$ cat config.mk
export PLATFORM = sky130hd
export DESIGN_NAME = addr_gen_unit
export DESIGN_NICKNAME = d
export VERILOG_FILES = /design/src/rtl/agu_pkg.sv /design/src/rtl/agu_rst_sync.sv /design/src/rtl/agu_ptr.sv /design/src/rtl/agu_stack.sv /design/src/rtl/agu_pc.sv /design/src/rtl/addr_gen_unit.sv
export SDC_FILE = /design/constraint.sdc
export NUM_CORES = 1
export LEC_CHECK = 0
export ABC_AREA = 1
export CAP_MARGIN = 20
export CORE_MARGIN = 2
export CORE_UTILIZATION = 65
export DETAILED_ROUTE_END_ITERATION = 10
export DONT_BUFFER_PORTS = 1
export GPL_ROUTABILITY_DRIVEN = 1
export MAX_ROUTING_LAYER = met4
export PLACE_DENSITY = 0.84
export RECOVER_POWER = 50
export SYNTH_ARGS = -nofsm -noshare
export SYNTH_HDL_FRONTEND = slang
export SYNTH_SLANG_ARGS = --single-unit
$ cat constraint.sdc
create_clock -name clk -period 1.7 [get_ports clk]
set_input_delay 0.17 -clock clk [delete_from_list [all_inputs] [get_ports clk]]
set_output_delay 0.17 -clock clk [all_outputs]
set_load 0.05 [all_outputs]
$ cat src/rtl/agu_pkg.sv
package agu_pkg;
  // post-modify encodings for a pointer access
  localparam logic [1:0] PM_NONE = 2'd0;
  localparam logic [1:0] PM_INC  = 2'd1;
  localparam logic [1:0] PM_DEC  = 2'd2;

  localparam int unsigned DATA_W   = 8;
  localparam int unsigned PC_W     = 15;
  localparam int unsigned PC_LO_W  = 8;
endpackage

$ cat src/rtl/agu_rst_sync.sv
module agu_rst_sync #(
  parameter int unsigned STAGES = 2
) (
  input  logic clk,
  input  logic rst_n,
  output logic rst_sync_n
);
  logic [STAGES-1:0] chain_q;
  logic [STAGES-1:0] chain_d;

  always_comb begin
    chain_d = {chain_q[STAGES-2:0], 1'b1};
  end

  always_ff @(posedge clk or negedge rst_n) begin
    if (!rst_n) chain_q <= '0;
    else        chain_q <= chain_d;
  end

  assign rst_sync_n = chain_q[STAGES-1];

  // internal reset stays low at least until the input has been high
  p_sync_release_r1: assert property (@(posedge clk)
    !rst_n |=> !rst_sync_n);
endmodule

$ cat src/rtl/agu_ptr.sv
module agu_ptr
  import agu_pkg::*;
#(
  parameter int unsigned W = 8
) (
  input  logic         clk,
  input  logic         rst_n,
  input  logic         acc_en,
  input  logic [1:0]   acc_mode,
  input  logic         wr_en,
  input  logic [W-1:0] wr_data,
  output logic [W-1:0] q
);
  logic [W-1:0] ptr_q;
  logic [W-1:0] ptr_d;
  logic         ptr_en;

  always_comb begin
    ptr_d  = ptr_q;
    ptr_en = 1'b0;
    if (wr_en) begin
      ptr_d  = wr_data;
      ptr_en = 1'b1;
    end else if (acc_en) begin
      case (acc_mode)
        PM_INC: begin ptr_d = ptr_q + W'(1); ptr_en = 1'b1; end
        PM_DEC: begin ptr_d = ptr_q - W'(1); ptr_en = 1'b1; end
        default: ;
      endcase
    end
  end

  always_ff @(posedge clk or negedge rst_n) begin
    if (!rst_n)      ptr_q <= '0;
    else if (ptr_en) ptr_q <= ptr_d;
  end

  assign q = ptr_q;

  p_inc_r2: assert property (@(posedge clk) disable iff (!rst_n)
    acc_en && acc_mode == PM_INC && !wr_en |=> q == W'($past(q) + W'(1)));
  p_dec_r3: assert property (@(posedge clk) disable iff (!rst_n)
    acc_en && acc_mode == PM_DEC && !wr_en |=> q == W'($past(q) - W'(1)));
  p_hold_r4: assert property (@(posedge clk) disable iff (!rst_n)
    !wr_en && (!acc_en || acc_mode == PM_NONE || acc_mode == 2'd3) |=> $stable(q));
  p_wr_wins_r5: assert property (@(posedge clk) disable iff (!rst_n)
    wr_en |=> q == $past(wr_data));
endmodule

$ cat src/rtl/agu_stack.sv
module agu_stack #(
  parameter int unsigned W        = 8,
  parameter logic [W-1:0] SP_INIT = 8'h6F
) (
  input  logic         clk,
  input  logic         rst_n,
  input  logic         push,
  input  logic         pop,
  input  logic         wr_en,
  input  logic [W-1:0] wr_data,
  output logic [W-1:0] sp,
  output logic [W-1:0] stk_addr
);
  logic [W-1:0] sp_q;
  logic [W-1:0] sp_d;
  logic         sp_en;
  logic [W-1:0] sp_plus;
  logic [W-1:0] sp_minus;

  always_comb begin
    sp_plus  = sp_q + W'(1);
    sp_minus = sp_q - W'(1);
    sp_d     = sp_q;
    sp_en    = 1'b0;
    if (wr_en) begin
      sp_d  = wr_data;
      sp_en = 1'b1;
    end else if (push && !pop) begin
      sp_d  = sp_minus;
      sp_en = 1'b1;
    end else if (pop && !push) begin
      sp_d  = sp_plus;
      sp_en = 1'b1;
    end
  end

  always_comb begin
    stk_addr = (pop && !push) ? sp_plus : sp_q;
  end

  always_ff @(posedge clk or negedge rst_n) begin
    if (!rst_n)     sp_q <= SP_INIT;
    else if (sp_en) sp_q <= sp_d;
  end

  assign sp = sp_q;

  p_push_r7: assert property (@(posedge clk) disable iff (!rst_n)
    push && !pop && !wr_en |=> sp == W'($past(stk_addr) - W'(1)));
  p_pop_r7: assert property (@(posedge clk) disable iff (!rst_n)
    pop && !push && !wr_en |=> sp == $past(stk_addr));
  p_both_r7: assert property (@(posedge clk) disable iff (!rst_n)
    push && pop && !wr_en |=> $stable(sp));
  p_wr_r7: assert property (@(posedge clk) disable iff (!rst_n)
    wr_en |=> sp == $past(wr_data));
  p_wrap_r8: assert property (@(posedge clk) disable iff (!rst_n)
    push && !pop && !wr_en && sp == '0 |=> sp == '1);
endmodule

$ cat src/rtl/agu_pc.sv
module agu_pc #(
  parameter int unsigned   PC_W    = 15,
  parameter logic [PC_W-1:0] VECTOR = 15'h00FF
) (
  input  logic            clk,
  input  logic            rst_n,
  input  logic            irq,
  input  logic            load,
  input  logic [PC_W-1:0] load_val,
  input  logic            inc,
  output logic [PC_W-1:0] pc
);
  logic [PC_W-1:0] pc_q;
  logic [PC_W-1:0] pc_d;
  logic            pc_en;

  always_comb begin
    pc_d  = pc_q;
    pc_en = 1'b1;
    if (irq)       pc_d = VECTOR;
    else if (load) pc_d = load_val;
    else if (inc)  pc_d = pc_q + PC_W'(1);
    else           pc_en = 1'b0;
  end

  always_ff @(posedge clk or negedge rst_n) begin
    if (!rst_n)     pc_q <= '0;
    else if (pc_en) pc_q <= pc_d;
  end

  assign pc = pc_q;

  p_inc_r9: assert property (@(posedge clk) disable iff (!rst_n)
    inc && !load && !irq |=> pc == PC_W'($past(pc) + PC_W'(1)));
  p_load_r10: assert property (@(posedge clk) disable iff (!rst_n)
    load && !irq |=> pc == $past(load_val));
  p_vector_r11: assert property (@(posedge clk) disable iff (!rst_n)
    irq |=> pc == VECTOR);
  p_idle_r9: assert property (@(posedge clk) disable iff (!rst_n)
    !inc && !load && !irq |=> $stable(pc));
endmodule

$ cat src/rtl/addr_gen_unit.sv
module addr_gen_unit
  import agu_pkg::*;
#(
  parameter int unsigned W        = DATA_W,
  parameter int unsigned NUM_PTR  = 2,
  parameter int unsigned PCW      = PC_W,
  parameter int unsigned PCLW     = PC_LO_W,
  parameter logic [7:0]  SP_INIT  = 8'h6F,
  parameter logic [14:0] IRQ_ADDR = 15'h00FF,
  localparam int unsigned SEL_W   = (NUM_PTR > 1) ? $clog2(NUM_PTR) : 1,
  localparam int unsigned REG_AW  = $clog2(NUM_PTR + 2),
  localparam int unsigned PCHW    = PCW - PCLW
) (
  input  logic                        clk,
  input  logic                        rst_n,
  input  logic                        acc_valid,
  input  logic [SEL_W-1:0]            acc_sel,
  input  logic [1:0]                  acc_mode,
  output logic [NUM_PTR-1:0][W-1:0]   ptr_addr,
  input  logic                        reg_wr,
  input  logic [REG_AW-1:0]           reg_addr,
  input  logic [W-1:0]                reg_wdata,
  output logic [W-1:0]                reg_rdata,
  input  logic                        stk_push,
  input  logic                        stk_pop,
  output logic [W-1:0]                stk_addr,
  output logic [W-1:0]                sp_out,
  input  logic                        pc_load,
  input  logic [PCW-1:0]              pc_load_val,
  input  logic                        pc_inc,
  input  logic                        irq_vec,
  output logic [PCW-1:0]              pc_out,
  output logic [PCHW-1:0]             pc_hi,
  output logic [PCLW-1:0]             pc_lo
);
  logic                     rst_i_n;
  logic [NUM_PTR-1:0][W-1:0] ptr_q;
  logic [W-1:0]             sp_q;
  logic                     sp_wr;

  agu_rst_sync #(.STAGES(2)) u_rst (
    .clk        (clk),
    .rst_n      (rst_n),
    .rst_sync_n (rst_i_n)
  );

  for (genvar i = 0; i < NUM_PTR; i++) begin : g_ptr
    logic acc_hit;
    logic wr_hit;
    assign acc_hit = acc_valid && (acc_sel == SEL_W'(i));
    assign wr_hit  = reg_wr && (reg_addr == REG_AW'(i));
    agu_ptr #(.W(W)) u_ptr (
      .clk      (clk),
      .rst_n    (rst_i_n),
      .acc_en   (acc_hit),
      .acc_mode (acc_mode),
      .wr_en    (wr_hit),
      .wr_data  (reg_wdata),
      .q        (ptr_q[i])
    );
  end

  assign sp_wr = reg_wr && (reg_addr == REG_AW'(NUM_PTR));

  agu_stack #(.W(W), .SP_INIT(SP_INIT[W-1:0])) u_stack (
    .clk      (clk),
    .rst_n    (rst_i_n),
    .push     (stk_push),
    .pop      (stk_pop),
    .wr_en    (sp_wr),
    .wr_data  (reg_wdata),
    .sp       (sp_q),
    .stk_addr (stk_addr)
  );

  agu_pc #(.PC_W(PCW), .VECTOR(IRQ_ADDR[PCW-1:0])) u_pc (
    .clk      (clk),
    .rst_n    (rst_i_n),
    .irq      (irq_vec),
    .load     (pc_load),
    .load_val (pc_load_val),
    .inc      (pc_inc),
    .pc       (pc_out)
  );

  // register-port read mux
  always_comb begin
    reg_rdata = '0;
    for (int k = 0; k < NUM_PTR; k++) begin
      if (reg_addr == REG_AW'(k)) reg_rdata = ptr_q[k];
    end
    if (reg_addr == REG_AW'(NUM_PTR)) reg_rdata = sp_q;
  end

  assign ptr_addr = ptr_q;
  assign sp_out   = sp_q;
  assign pc_hi    = pc_out[PCW-1:PCLW];
  assign pc_lo    = pc_out[PCLW-1:0];

  p_rd_sp_r6: assert property (@(posedge clk) disable iff (!rst_i_n)
    reg_addr == REG_AW'(NUM_PTR) |-> reg_rdata == sp_out);
  p_rd_p0_r6: assert property (@(posedge clk) disable iff (!rst_i_n)
    reg_addr == '0 |-> reg_rdata == ptr_addr[0]);
  p_split_r9: assert property (@(posedge clk) disable iff (!rst_i_n)
    {pc_hi, pc_lo} == pc_out);
  p_other_ptr_r2: assert property (@(posedge clk) disable iff (!rst_i_n)
    acc_valid && acc_sel == '0 && !(reg_wr && reg_addr == REG_AW'(1))
      |=> $stable(ptr_addr[1]));
endmodule

==> results.md <==
- Core Footprint: 5410 µm²
- Fill count: 319
- DP Area: 4270 µm²
- CP Class: flip-flop to primary output
- Largest net degree at the start of global routing: 40
- GP Congestion: 0.996
- Vias: 4617
- CTS Buf Count: 5
- Syn_nets: 606
- Leak: 2.34 nW
- Routed length per instance: just under 20 µm
- Syn. warnings: 0
- Clk buf depth: 2
- Share of cells above drive strength 1: 0.253
- Synth area leaders: dfrtp_1 24%, nand2_1 17%, inv_1 9.7%
- Worst path cell trace: ha_4 -> inv_2 -> nor3_4 -> nand4_1 -> nand2_4 -> buf_12
- Crit Path Max Fanout: 5
- H-tree levels: 2
- Slowest stage cell, crit path: dfstp_4
- Routed WL: ~14000 µm
- Crit share post-route: 1.24
- Initial Util: 0.663
- Yosys top cell area share: 0.244
- Number of global-route vias before repair: 4131
- Failing checks: negative setup slack
- Outcome: finished with violations
- Main synth FF type: dfrtp_1
- DRC violations left: 0
- Height of the chip: 78.2 µm
- First-pass GRT wire length: 19700 µm
- Initial antenna violation count: 0
- Seq pwr share: 0.240
- Post-route insts no fill: 705
- Routed Antenna Nets: 0
- Critical path arrival: 1.94 ns
- Cells on worst reg2reg path: 9
- Async S/R FF share, synth: 1.00
- TNS Setup: -3.98 ns
- Root buffer cell: clkbuf_8
- Worst setup slack after layout: -0.412 ns
- Sink Count: 41
- Placed Cells: about 680
- Hold Path Class: input pin to flip-flop
- Die Width: 78.2 µm
- Post-synth EDFFs: 0
- Synth unique cells: 38
- Least-Margin Pin Slew: 1.04 ns
- Iteration-0 DRC Markers: 711
- Area added between synthesis and finish: 29.7%
- GR Util All Layers: 0.420
- Max Cap Viol: 0
- Ports: 107
- Die area: 6120 µm²
- Max Fclk: 0.473 GHz
- Startpoint types: flip-flop
- Remaining global-route overflow: 0
- Final core utilization: 0.859
- Syn Inst Count: between 500 and 600
- Switching share of power: 0.541
- Crit end category: primary output
- Power share of the clock group: 0.141
- Rel. slew slack: 0.304
- Seq/Total Area, Yosys: 0.289
- Worst-path clk slew: 0.12 ns
- Data required, critical path: roughly 1.5 ns
- Drt pass-1 iters: 7
- I/O Buffers: 0
- Peak VDD IR: 0.817 mV
- Worst-Skew Late Latency: about 0.32 ns
- Fin. Hold Viols: 0
- Dpl hpwl: 8650 µm
- Slew Viols, Final: 0
- Yosys reg bits: 41
- Row count: 27
- Net Switching: 3.35 mW
- CTS tree: yes
- Hold depth: 2
- # nets final: around 680
- Skew final: 0.0271 ns
- Syn avg cell area: 6.40 µm²
- Via-to-Cell Ratio: 6.55
- Time the worst path needs with I/O delays and setup: between 2 and 2.5 ns
- RSZ-0062 raised after global routing: true
- Int Pwr: 2.84 mW
- Critical path's largest stage delay: 0.68 ns
- Post-synth top area cell: dfrtp_1
- Placement Setup Slack: -0.0147 ns
- Combinational power share: 0.619
- Antenna diodes: 0
- PD cells: 1330 nW/µm²
- Fin area: between 4000 and 5000 µm²
- Mapped Area: 3580 µm²
- Setup violations, final: 19
-- power groups by stage --
stage	combinational (mW)	sequential [mW]	clock (mW)
final	3.83	1.49	0.871
after global routing	4.00	1.50	0.884
after CTS	3.59	1.45	0.840
after detailed placement	3.38	1.47	0
after global placement	3.32	1.46	0
after floorplan	1.75	2.12	0
-- final cells by class --
class | count | area (µm²) | area share
multi-input combinational | 398 | 2260 | 0.486
inverter | 98 | 384 | 0.0827
clock inverter | 3 | 46.3 | 0.00997
sequential | 41 | 1050 | 0.225
timing repair buffer | 88 | 752 | 0.162
clock buffer | 5 | 68.8 | 0.0148
tap | 72 | 90.1 | 0.0194
-- stage by stage --
step	hold slack (ns)	power [mW]
after floorplan	-0.126	3.87
after global placement	-0.126	4.78
after detailed placement	-0.126	4.85
after CTS	0.000834	5.88
after global routing	0.0165	6.38
final	0.00120	6.19
-- placed cells by master (no fill, tap or decap), types with 12 or more instances in the layout --
cell | netlist | final
nor2_1 | 39 | 34
nand2_1 | 165 | 152
nand3_1 | 46 | 45
inv_1 | 93 | 79
dfrtp_1 | 35 | 31
a21oi_1 | 19 | 19
clkbuf_1 | 2 | 12
inv_2 | 5 | 15
o21ai_0 | 28 | 24
buf_4 | 17 | 52
-- layer usage --
metal | track usage | vias to the layer above | routed length (µm)
met5 | - | - | 0
met4 | 0.214 | 0 | 1110
met3 | 0.0931 | 152 | 1820
met2 | 0.703 | 462 | 6400
met1 | 0.475 | 2046 | 4610
li1 | - | 1957 | -
-- cells in the mapped netlist (all sizes together) (6+ instances only) --
master	n
nand2	168
nor2	46
a21oi	19
a22oi	7
o21ai	32
inv	98
o221ai	15
nor3	9
dfrtp	35
nand3	46
nand4	9
dfstp	6
o22ai	11
buf	21
ha	9
-- state kept, by name, indices dropped and copies added, names as in the netlist --
signal	cells
u_stack.sp	8
u_pc.pc	15
u_rst.chain_q	2
g_ptr.u_ptr.q	16
-- what timing repair did --
action | in CTS | in global routing
endpoints found under the setup margin | 9 | 21
pin swaps | 11 | 11
hold buffers | 2 | 0
buffers inserted | 10 | 10
resized for setup | 23 | 22
hold endpoints to repair | 3 | 0
-- worst max-delay path: cells and delay by family, from the launching register on --
family / cells / cell delay [ns]
adders and majority gates: 1 / 0.14
buffers and inverters: 2 / 0.18
DFF: 1 / 0.68
and+or+nand+nor: 3 / 0.61
-- final timing paths --
check	from	to	slack (ns)
min reg2reg	u_rst.chain_q[0]	u_rst.chain_q[1]	0.38
max	u_stack.sp[1]	stk_addr[6]	-0.41
max reg2reg	u_stack.sp[1]	u_stack.sp[1]	-0.36
min in group asynchronous	rst_n	u_rst.chain_q[1]	0.06
min	pc_load_val[1]	u_pc.pc[1]	0.001
max in group asynchronous	u_rst.chain_q[1]	g_ptr[1].u_ptr.q[1]	0.44
-- cells by family after synthesis --
group,after synthesis,share of synthesized area
AOI/OAI and AO/OA,94,0.164
DFF,41,0.289
buffers and inverters,121,0.147
other,1,0.00105
adders and majority gates,9,0.0314
xor gates and xnor gates,8,0.0196
and+or+nand+nor,286,0.348
(Power assumes the default switching activity.)
